<file path="config.mk">
export PLATFORM = sky130hd
export DESIGN_NAME = doorbell_mbx
export DESIGN_NICKNAME = d
export VERILOG_FILES = /design/src/rtl/mbx_pkg.sv /design/src/rtl/mbx_bank_decode.sv /design/src/rtl/mbx_event_word.sv /design/src/rtl/mbx_read_mux.sv /design/src/rtl/doorbell_mbx.sv
export SDC_FILE = /design/constraint.sdc
export NUM_CORES = 1
export LEC_CHECK = 0
export BUFFER_PORTS_ARGS = -buffer_cell sky130_fd_sc_hd__buf_2
export CELL_PAD_IN_SITES_DETAIL_PLACEMENT = 0
export CELL_PAD_IN_SITES_GLOBAL_PLACEMENT = 1
export CORE_MARGIN = 2
export CORE_UTILIZATION = 30
export CTS_CLUSTER_SIZE = 20
export DETAILED_ROUTE_END_ITERATION = 10
export GPL_TIMING_DRIVEN = 0
export HOLD_SLACK_MARGIN = 0.12
export MAX_ROUTING_LAYER = met4
export PLACE_DENSITY_LB_ADDON = 0.1
export SYNTH_ARGS = -nofsm -noshare
export SYNTH_HDL_FRONTEND = slang
export SYNTH_HIERARCHICAL = 1
export SYNTH_SLANG_ARGS = --single-unit
</file>
<file path="constraint.sdc">
create_clock -name clk -period 3.9 [get_ports clk]
set_clock_uncertainty 0.15 [all_clocks]
set_input_delay 0.195 -clock clk [delete_from_list [all_inputs] [get_ports clk]]
set_output_delay 0.195 -clock clk [all_outputs]
set_load 0.1 [all_outputs]
</file>
<file path="src/rtl/mbx_pkg.sv">
// Package: shared constants and the address map of the doorbell mailbox.
// Assumes byte addressing with 32-bit registers on 8-byte spacing in a bank.
package mbx_pkg;
    localparam int unsigned DEF_NUM_CH = 3;
    localparam int unsigned DEF_WORD_W = 32;
    localparam int unsigned DEF_ADDR_W = 12;

    // Register offsets inside one bank; a bank spans 2**OFS_W bytes.
    localparam int unsigned OFS_W      = 5;
    localparam int unsigned OFS_STATUS = 'h00;
    localparam int unsigned OFS_SET    = 'h08;
    localparam int unsigned OFS_CLR    = 'h10;

    // Distance from a channel's receive bank to its transmit bank.
    localparam int unsigned TX_SHIFT   = 'h100;

    // Receive-bank base for a channel: the two non-secure channels sit low,
    // the remaining channels start at 0x200.
    function automatic int unsigned rx_base(input int unsigned ch);
        if (ch < 2) return ch * 'h20;
        return 'h200 + (ch - 2) * 'h20;
    endfunction

    // Base of bank b, where b = 2*channel + direction (0 receive, 1 transmit).
    function automatic int unsigned bank_base(input int unsigned b);
        return rx_base(b / 2) + (b % 2) * TX_SHIFT;
    endfunction
endpackage

</file>
<file path="src/rtl/mbx_bank_decode.sv">
// Module: address decoder for all banks.
// Produces one-hot-or-zero strobes for status reads, set writes and clear
// writes. Assumes bank bases are aligned to 2**OFS_W bytes and never overlap.
module mbx_bank_decode
    import mbx_pkg::*;
#(
    parameter int unsigned ADDR_W   = DEF_ADDR_W,
    parameter int unsigned NUM_BANK = 2 * DEF_NUM_CH
) (
    input  logic [ADDR_W-1:0]   addr,
    input  logic                wr,
    output logic [NUM_BANK-1:0] stat_hit,
    output logic [NUM_BANK-1:0] set_hit,
    output logic [NUM_BANK-1:0] clr_hit
);
    localparam logic [OFS_W-1:0] SEL_STAT = OFS_W'(OFS_STATUS);
    localparam logic [OFS_W-1:0] SEL_SET  = OFS_W'(OFS_SET);
    localparam logic [OFS_W-1:0] SEL_CLR  = OFS_W'(OFS_CLR);

    logic [OFS_W-1:0] offset;
    assign offset = addr[OFS_W-1:0];

    for (genvar b = 0; b < NUM_BANK; b++) begin : g_bank
        localparam logic [ADDR_W-1:0] BASE = ADDR_W'(bank_base(b));
        logic in_bank;
        // Bank match on the address bits above the in-bank offset.
        assign in_bank     = (addr[ADDR_W-1:OFS_W] == BASE[ADDR_W-1:OFS_W]);
        assign stat_hit[b] = in_bank && (offset == SEL_STAT);
        assign set_hit[b]  = wr && in_bank && (offset == SEL_SET);
        assign clr_hit[b]  = wr && in_bank && (offset == SEL_CLR);
    end
endmodule

</file>
<file path="src/rtl/mbx_event_word.sv">
// Module: one event word with per-bit set and clear and an OR-reduced flag.
// Set wins over clear for the same bit in the same cycle.
module mbx_event_word #(
    parameter int unsigned WORD_W = 32
) (
    input  logic              clk,
    input  logic              rst_n,
    input  logic [WORD_W-1:0] set_mask,
    input  logic [WORD_W-1:0] clr_mask,
    output logic [WORD_W-1:0] word,
    output logic              any
);
    // Update the word: drop cleared bits, then add set bits.
    always_ff @(posedge clk) begin
        if (!rst_n) word <= '0;
        else        word <= (word & ~clr_mask) | set_mask;
    end

    // Flag any pending bit.
    always_comb any = |word;
endmodule

</file>
<file path="src/rtl/mbx_read_mux.sv">
// Module: read-data selection.
// Returns the word of the bank whose status register is addressed, and zero
// otherwise. Assumes at most one bank hit per address.
module mbx_read_mux #(
    parameter int unsigned WORD_W   = 32,
    parameter int unsigned NUM_BANK = 6
) (
    input  logic [NUM_BANK-1:0]        stat_hit,
    input  logic [NUM_BANK*WORD_W-1:0] words,
    output logic [WORD_W-1:0]          rdata
);
    // OR together the gated bank words.
    always_comb begin
        rdata = '0;
        for (int b = 0; b < NUM_BANK; b++)
            if (stat_hit[b]) rdata = rdata | words[b*WORD_W +: WORD_W];
    end
endmodule

</file>
<file path="src/rtl/doorbell_mbx.sv">
// Module: doorbell mailbox top.
// NUM_CH channels, each with a receive bank and a transmit bank on a simple
// register bus. Bank b = 2*channel + direction. The remote side clears
// transmit bits through remote_clr. Assumes one bus access per cycle.
module doorbell_mbx
    import mbx_pkg::*;
#(
    parameter int unsigned NUM_CH = DEF_NUM_CH,
    parameter int unsigned WORD_W = DEF_WORD_W,
    parameter int unsigned ADDR_W = DEF_ADDR_W
) (
    input  logic                     clk,
    input  logic                     rst_n,
    input  logic [ADDR_W-1:0]        bus_addr,
    input  logic [WORD_W-1:0]        bus_wdata,
    input  logic                     bus_wr,
    output logic [WORD_W-1:0]        bus_rdata,
    input  logic [NUM_CH*WORD_W-1:0] remote_clr,
    output logic [NUM_CH-1:0]        rx_irq,
    output logic [NUM_CH-1:0]        tx_irq,
    output logic [NUM_CH*WORD_W-1:0] tx_word
);
    localparam int unsigned NUM_BANK = 2 * NUM_CH;

    logic [NUM_BANK-1:0]        stat_hit, set_hit, clr_hit;
    logic [NUM_BANK-1:0]        bank_any;
    logic [NUM_BANK*WORD_W-1:0] bank_words;

    mbx_bank_decode #(.ADDR_W(ADDR_W), .NUM_BANK(NUM_BANK)) u_dec (
        .addr     (bus_addr),
        .wr       (bus_wr),
        .stat_hit (stat_hit),
        .set_hit  (set_hit),
        .clr_hit  (clr_hit)
    );

    for (genvar b = 0; b < NUM_BANK; b++) begin : g_bank
        logic [WORD_W-1:0] set_m, clr_m, far_clr;

        // Only transmit banks (odd index) see the remote clear port.
        if (b % 2 == 1) begin : g_tx
            assign far_clr = remote_clr[(b/2)*WORD_W +: WORD_W];
        end else begin : g_rx
            assign far_clr = '0;
        end

        assign set_m = set_hit[b] ? bus_wdata : '0;
        assign clr_m = (clr_hit[b] ? bus_wdata : '0) | far_clr;

        mbx_event_word #(.WORD_W(WORD_W)) u_word (
            .clk      (clk),
            .rst_n    (rst_n),
            .set_mask (set_m),
            .clr_mask (clr_m),
            .word     (bank_words[b*WORD_W +: WORD_W]),
            .any      (bank_any[b])
        );
    end

    for (genvar c = 0; c < NUM_CH; c++) begin : g_out
        assign rx_irq[c] = bank_any[2*c];
        assign tx_irq[c] = bank_any[2*c+1];
        assign tx_word[c*WORD_W +: WORD_W] = bank_words[(2*c+1)*WORD_W +: WORD_W];
    end

    mbx_read_mux #(.WORD_W(WORD_W), .NUM_BANK(NUM_BANK)) u_rd (
        .stat_hit (stat_hit),
        .words    (bank_words),
        .rdata    (bus_rdata)
    );
endmodule

</file>
* Word level (Yosys, flattened, before mapping)
Index checks and enable logic that the tools add are counted.
** Storage, ports and cells
- Register bits :: 192
- Input bits :: 143
- Output and inout port bits :: 134
- Word-level logic and storage cells :: 89
** Operators by class
- Eq/ne operators :: 7
- Multiplexer cells :: 18
- Bitwise operators :: 26
- Reduce and logical (&&, ||, !) cells :: 32
** Operator list (count)
- 32-bit two-way mux :: 18
- 32-bit OR :: 14
- 32-bit AND :: 6
- 32-bit NOT :: 6
- 32-bit OR reduction :: 6
- 1-bit logical AND :: 24
- 7-bit by 4-bit == test with 1-bit output, second input constant :: 2
- 7-bit by 5-bit == test with 1-bit output, second input constant :: 2
- 7-bit by 1-bit == test with 1-bit output, second input constant :: 1
- 7-bit logical NOT :: 1
- 5-bit by 4-bit == test with 1-bit output, second input constant :: 1
- 5-bit == test, second input constant :: 1
- 5-bit logical NOT :: 1

* Longest topological paths before layout
- Depth in word-level cells :: 13
- Mapped depth :: 7
- Mapped depth without buffers :: 5

* By module
Netlist, hierarchy kept.
** Modules (own cells, without submodules)
- mbx_event_word :: times used 6, cells each 110, area an instance 1173.6 µm², sequential area each 640.6 µm²
- doorbell_mbx :: times used 1, cells each 452, area an instance 2926.6 µm², sequential area each 0.0 µm²
- mbx_read_mux :: times used 1, cells each 146, area an instance 994.7 µm², sequential area each 0.0 µm²
- mbx_bank_decode :: times used 1, cells each 38, area an instance 257.7 µm², sequential area each 0.0 µm²

* Least setup slack after synthesis
OpenSTA, ideal clock, no wires.
- Path type :: input-to-output
- From :: in bus_addr[4]
- To :: out bus_rdata[7]
- Arrival time :: 2.481 ns
- Data required time :: 3.555 ns
- Slack :: 1.074 ns
- Stages on the path :: 6
- Path buffers :: 2
- Path through :: or4_4 > buf_6 > nor3_1 > buf_6 > a22oi_1 > nand3_1
** On the way
- Elaborated cells between the ends (all ways) :: 18
- Those cells by class :: mux (6); bitwise (5); reduce/logical (7)
** RTL lines
- start, declared :: RTL line doorbell_mbx.sv:14 : input logic [ADDR_W-1:0] bus_addr,
- 5-bit logical NOT (*) :: RTL line mbx_bank_decode.sv:28 : assign stat_hit[b] = in_bank && (offset == SEL_STAT);
- 1-bit logical AND (*) :: RTL line mbx_bank_decode.sv:28
- named net stat_hit[4] :: RTL line doorbell_mbx.sv:25 : logic [NUM_BANK-1:0] stat_hit, set_hit, clr_hit;
- 32-bit two-way mux (*) :: RTL line mbx_read_mux.sv:16 : if (stat_hit[b]) rdata = rdata | words[b*WORD_W +: WORD_W];
- 32-bit OR :: RTL line mbx_read_mux.sv:16
- 32-bit two-way mux (*) :: RTL line mbx_read_mux.sv:16
- end, declared :: RTL line doorbell_mbx.sv:17 : output logic [WORD_W-1:0] bus_rdata,
Mark *: on every way through the listed nets, which the timed path passes. The rest lies on a longest branch.

* Worst setup path after layout
- From :: in bus_addr[5]
- To :: out bus_rdata[18]
** On the way
- Elaborated cells between the ends (all ways) :: 23
- Those cells by class :: eq/ne (5); mux (6); bitwise (5); reduce/logical (7)
** RTL lines
- 7-bit by 4-bit == test with 1-bit output (*) :: RTL line mbx_bank_decode.sv:27 : assign in_bank = (addr[ADDR_W-1:OFS_W] == BASE[ADDR_W-1:OFS_W]);
- 1-bit logical AND (*) :: RTL line mbx_bank_decode.sv:28
- named net stat_hit[1] :: RTL line doorbell_mbx.sv:25
- 32-bit two-way mux (*) :: RTL line mbx_read_mux.sv:16
- 32-bit OR :: RTL line mbx_read_mux.sv:16
- 32-bit two-way mux (*) :: RTL line mbx_read_mux.sv:16
- 32-bit OR :: RTL line mbx_read_mux.sv:16
- 32-bit two-way mux (*) :: RTL line mbx_read_mux.sv:16
- 32-bit OR :: RTL line mbx_read_mux.sv:16
- 32-bit two-way mux (*) :: RTL line mbx_read_mux.sv:16
- 32-bit OR :: RTL line mbx_read_mux.sv:16
- 32-bit two-way mux (*) :: RTL line mbx_read_mux.sv:16
Marked as above.

==> flow_summary.ini <==
[power_and_ir_drop]
design_power_total_w = 0.004281
vdd_drop_max_mv = 0.3159
power_leakage_nw = 7.335
powerDensity_nw_per_um2 = 281.9

[clock_network]
ctsLongestPathBuffers = 2
cts_tree = built
cts.clk_slew.worst_paths_ns = 0.07
cts.sinks = 192
root_buffer = clkbuf_16
numCtsBuffers = 17
clkLatencyLatePin_ns = 0.45
post-cts-setup-buffers = 0
holdBufCountCts = 129
cts.htree.levels = 4
ctsResizeCount = 0

[setup_path]
timing.rr.end = g_bank[5].u_word/word[24]
crit_slowest_cell = nor3_1
cp-end-kind = output port
cp.arrival_ns = 2.90
setup.worst_path.class = in -> out
crit_chain = buf_2, or4b_1, buf_2, nor3_1, buf_2, a22oi_1, nand3_1, buf_2
reg2reg_slack_ns = 2.41
crit_top_cell = buf_2
r2r_cells = 3
critPathLaunchType = input port
cp.required_ns = 3.56
critPathMaxFanout = 10
rr_startpoint = g_bank[5].u_word/word[24]
slowest_delay_ns = 0.58

[sta]
timing.final.crit_share = 0.8320
hold_ws_ns = 0.1527
worst_slew_pin_slew_ns = 1.383
timing.fmax_ghz = 0.3082
rsz0062_at_grt = no
hold_viol_final = 0
post-route-min-period_ns = 3.245
setup_violations = 0
drv_slew = 0
relSlewSlack = 0.06922

[synthesis]
synth_edf_count = 0
yosysSeqAreaShare = 0.3426
syn_inst = 1296
synthArstFlopShare = 0
yosys_warnings = 6
synth_top_area_frac = 0.3426
ys.flop_type = dfxtp_1
synthTopCellsByArea = dfxtp_1 (34%), and2_1 (16%), o21a_1 (13%)
yosys.area.top_type = dfxtp_1
syn_area_sq_um = 11220
postSynthAreaPerCell_sq_um = 8.658
synth_nets = 1439
synth_cell_types = 29
synth-seq-cells = 192
yosysMostFrequentCell = and2_1
synthTopCellsByCount = and2_1 (288), dfxtp_1 (192), o21a_1 (192)

[final_layout]
largest_reg_flops = 192
layout.nets = 1868
area_delta_synth_final_pct = 35.33
top_register = g_bank.u_word/word
fillers = 3761
instances_no_fill = 2207
multi_input_area_sq_um = 6782
regArea_sq_um = 3844
drive_above_1_share = 0.2578
top_regs = g_bank.u_word/word: 192 flops
fin_util = 0.4138

[grt]
gr-total-overflow = 0
grt_pass1_wl_mm = 73.74
antenna_found_initial = 1
grt.total_usage = 0.2663
grt_pass1_vias = 11110
grt_max_degree = 31

[worst_hold_path]
whs_path_depth = 2
hp-class = in -> reg
holdPathEnd = g_bank[1].u_word/word[31]
hp-start = rst_n

[detailed_routing]
finalWirelength_mm = 51.28
via_count = 11350
dr.pass1.iters = 5
ant_nets = 0
wl_per_cell_microns = 23.23
drc = 0
drt_iter0_markers = 677
viasPerCell = 5.143

[placed_design]
gp_congestion = 0.8471
io_buffers = 276
dp_cells = 2045
hpwl_mm = 38.09

[floorplanning]
rows = 70
die_area_sq_um = 38960
core-area_sq_um = 36700
start_util = 0.3058
die_x_microns = 197.4
top_level_ports = 277
die_h_microns = 197.4

[run]
max-cap-violations = 0

[run_status]
status = completed
[cell families (layout without fill, tap and decap cells)]
family,count (synthesis),after routing,synth area share
buffers and inverters,110,552,0.05642
AOI/OAI and AO/OA,384,384,0.2576
and+or+nand+nor,610,610,0.3434
DFF,192,192,0.3426
other,0,1,0
[worst max-delay path by stage]
stage	startpoint	slack, ns	to	cells past startpoint
CTS	bus_addr[5]	0.70	bus_rdata[18]	8
global route	bus_addr[5]	0.61	bus_rdata[18]	8
global placement	bus_addr[5]	-0.04	g_bank[5].u_word/word[2]	7
finish	bus_addr[5]	0.66	bus_rdata[18]	8
detailed placement	bus_addr[9]	0.69	g_bank[0].u_word/word[27]	8
floorplan	bus_addr[4]	1.07	bus_rdata[7]	6
[layout make-up]
type | instances | area share
Multi-Input combinational cell | 994 | 0.4466
Sequential cell | 192 | 0.2531
Tap cell | 468 | 0.03856
Antenna cell | 1 | 0.0001648
Inverter | 1 | 0.0002472
Clock inverter | 14 | 0.01244
Buffer | 109 | 0.04145
Clock buffer | 18 | 0.02892
Timing Repair Buffer | 410 | 0.1785
[layer usage]
metal | track usage | part of all wire | vias to the layer above
li1 | - | - | 5369
met1 | 0.3663 | 0.48 | 5532
met2 | 0.4051 | 0.45 | 387
met3 | 0.03961 | 0.052 | 62
met4 | 0.07519 | 0.021 | 0
met5 | - | 0 | -
[cell usage in the layout (no fill, tap or decap), drive strengths merged, types with 2 or more instances in the layout]
master,synthesis,routed
buf,79,360
and2,288,288
o21a,192,192
dfxtp,192,192
nor2b,192,192
dlygate4sd3,0,129
a22oi,96,96
a21o,96,96
nor4,60,60
clkbuf,30,48
nand3,32,32
nand4,12,12
or2,6,6
nor3,6,6
clkinv,0,6
bufinv,0,4
or4b,4,4
clkinvlp,0,3
or4,3,3
nand2b,2,2
or4bb,2,2
inv,1,2
[stage by stage]
step                instance area [sq um]  setup TNS [ns]  setup slack [ns]
detailed placement                  13260               0            0.6861
floorplan                           11220               0             1.074
global placement                    13190         -0.3708          -0.04039
CTS                                 15180               0            0.6989
global route                        15180               0            0.6092
finish                              15180               0            0.6551
[power by group]
part | internal [W] | switching (W) | total (W)
logic | 0.000188 | 0.000177 | 0.000365
registers | 0.00196 | 0.000000199 | 0.00196
clock network | 0.00109 | 0.000866 | 0.00196
[critical path, delay by kind of cell]
family | cells | cell delay (ns)
compound gates | 1 | 0.16
buf+inv | 4 | 1.25
simple gates | 3 | 1.26
(Power assumes the default switching activity.)
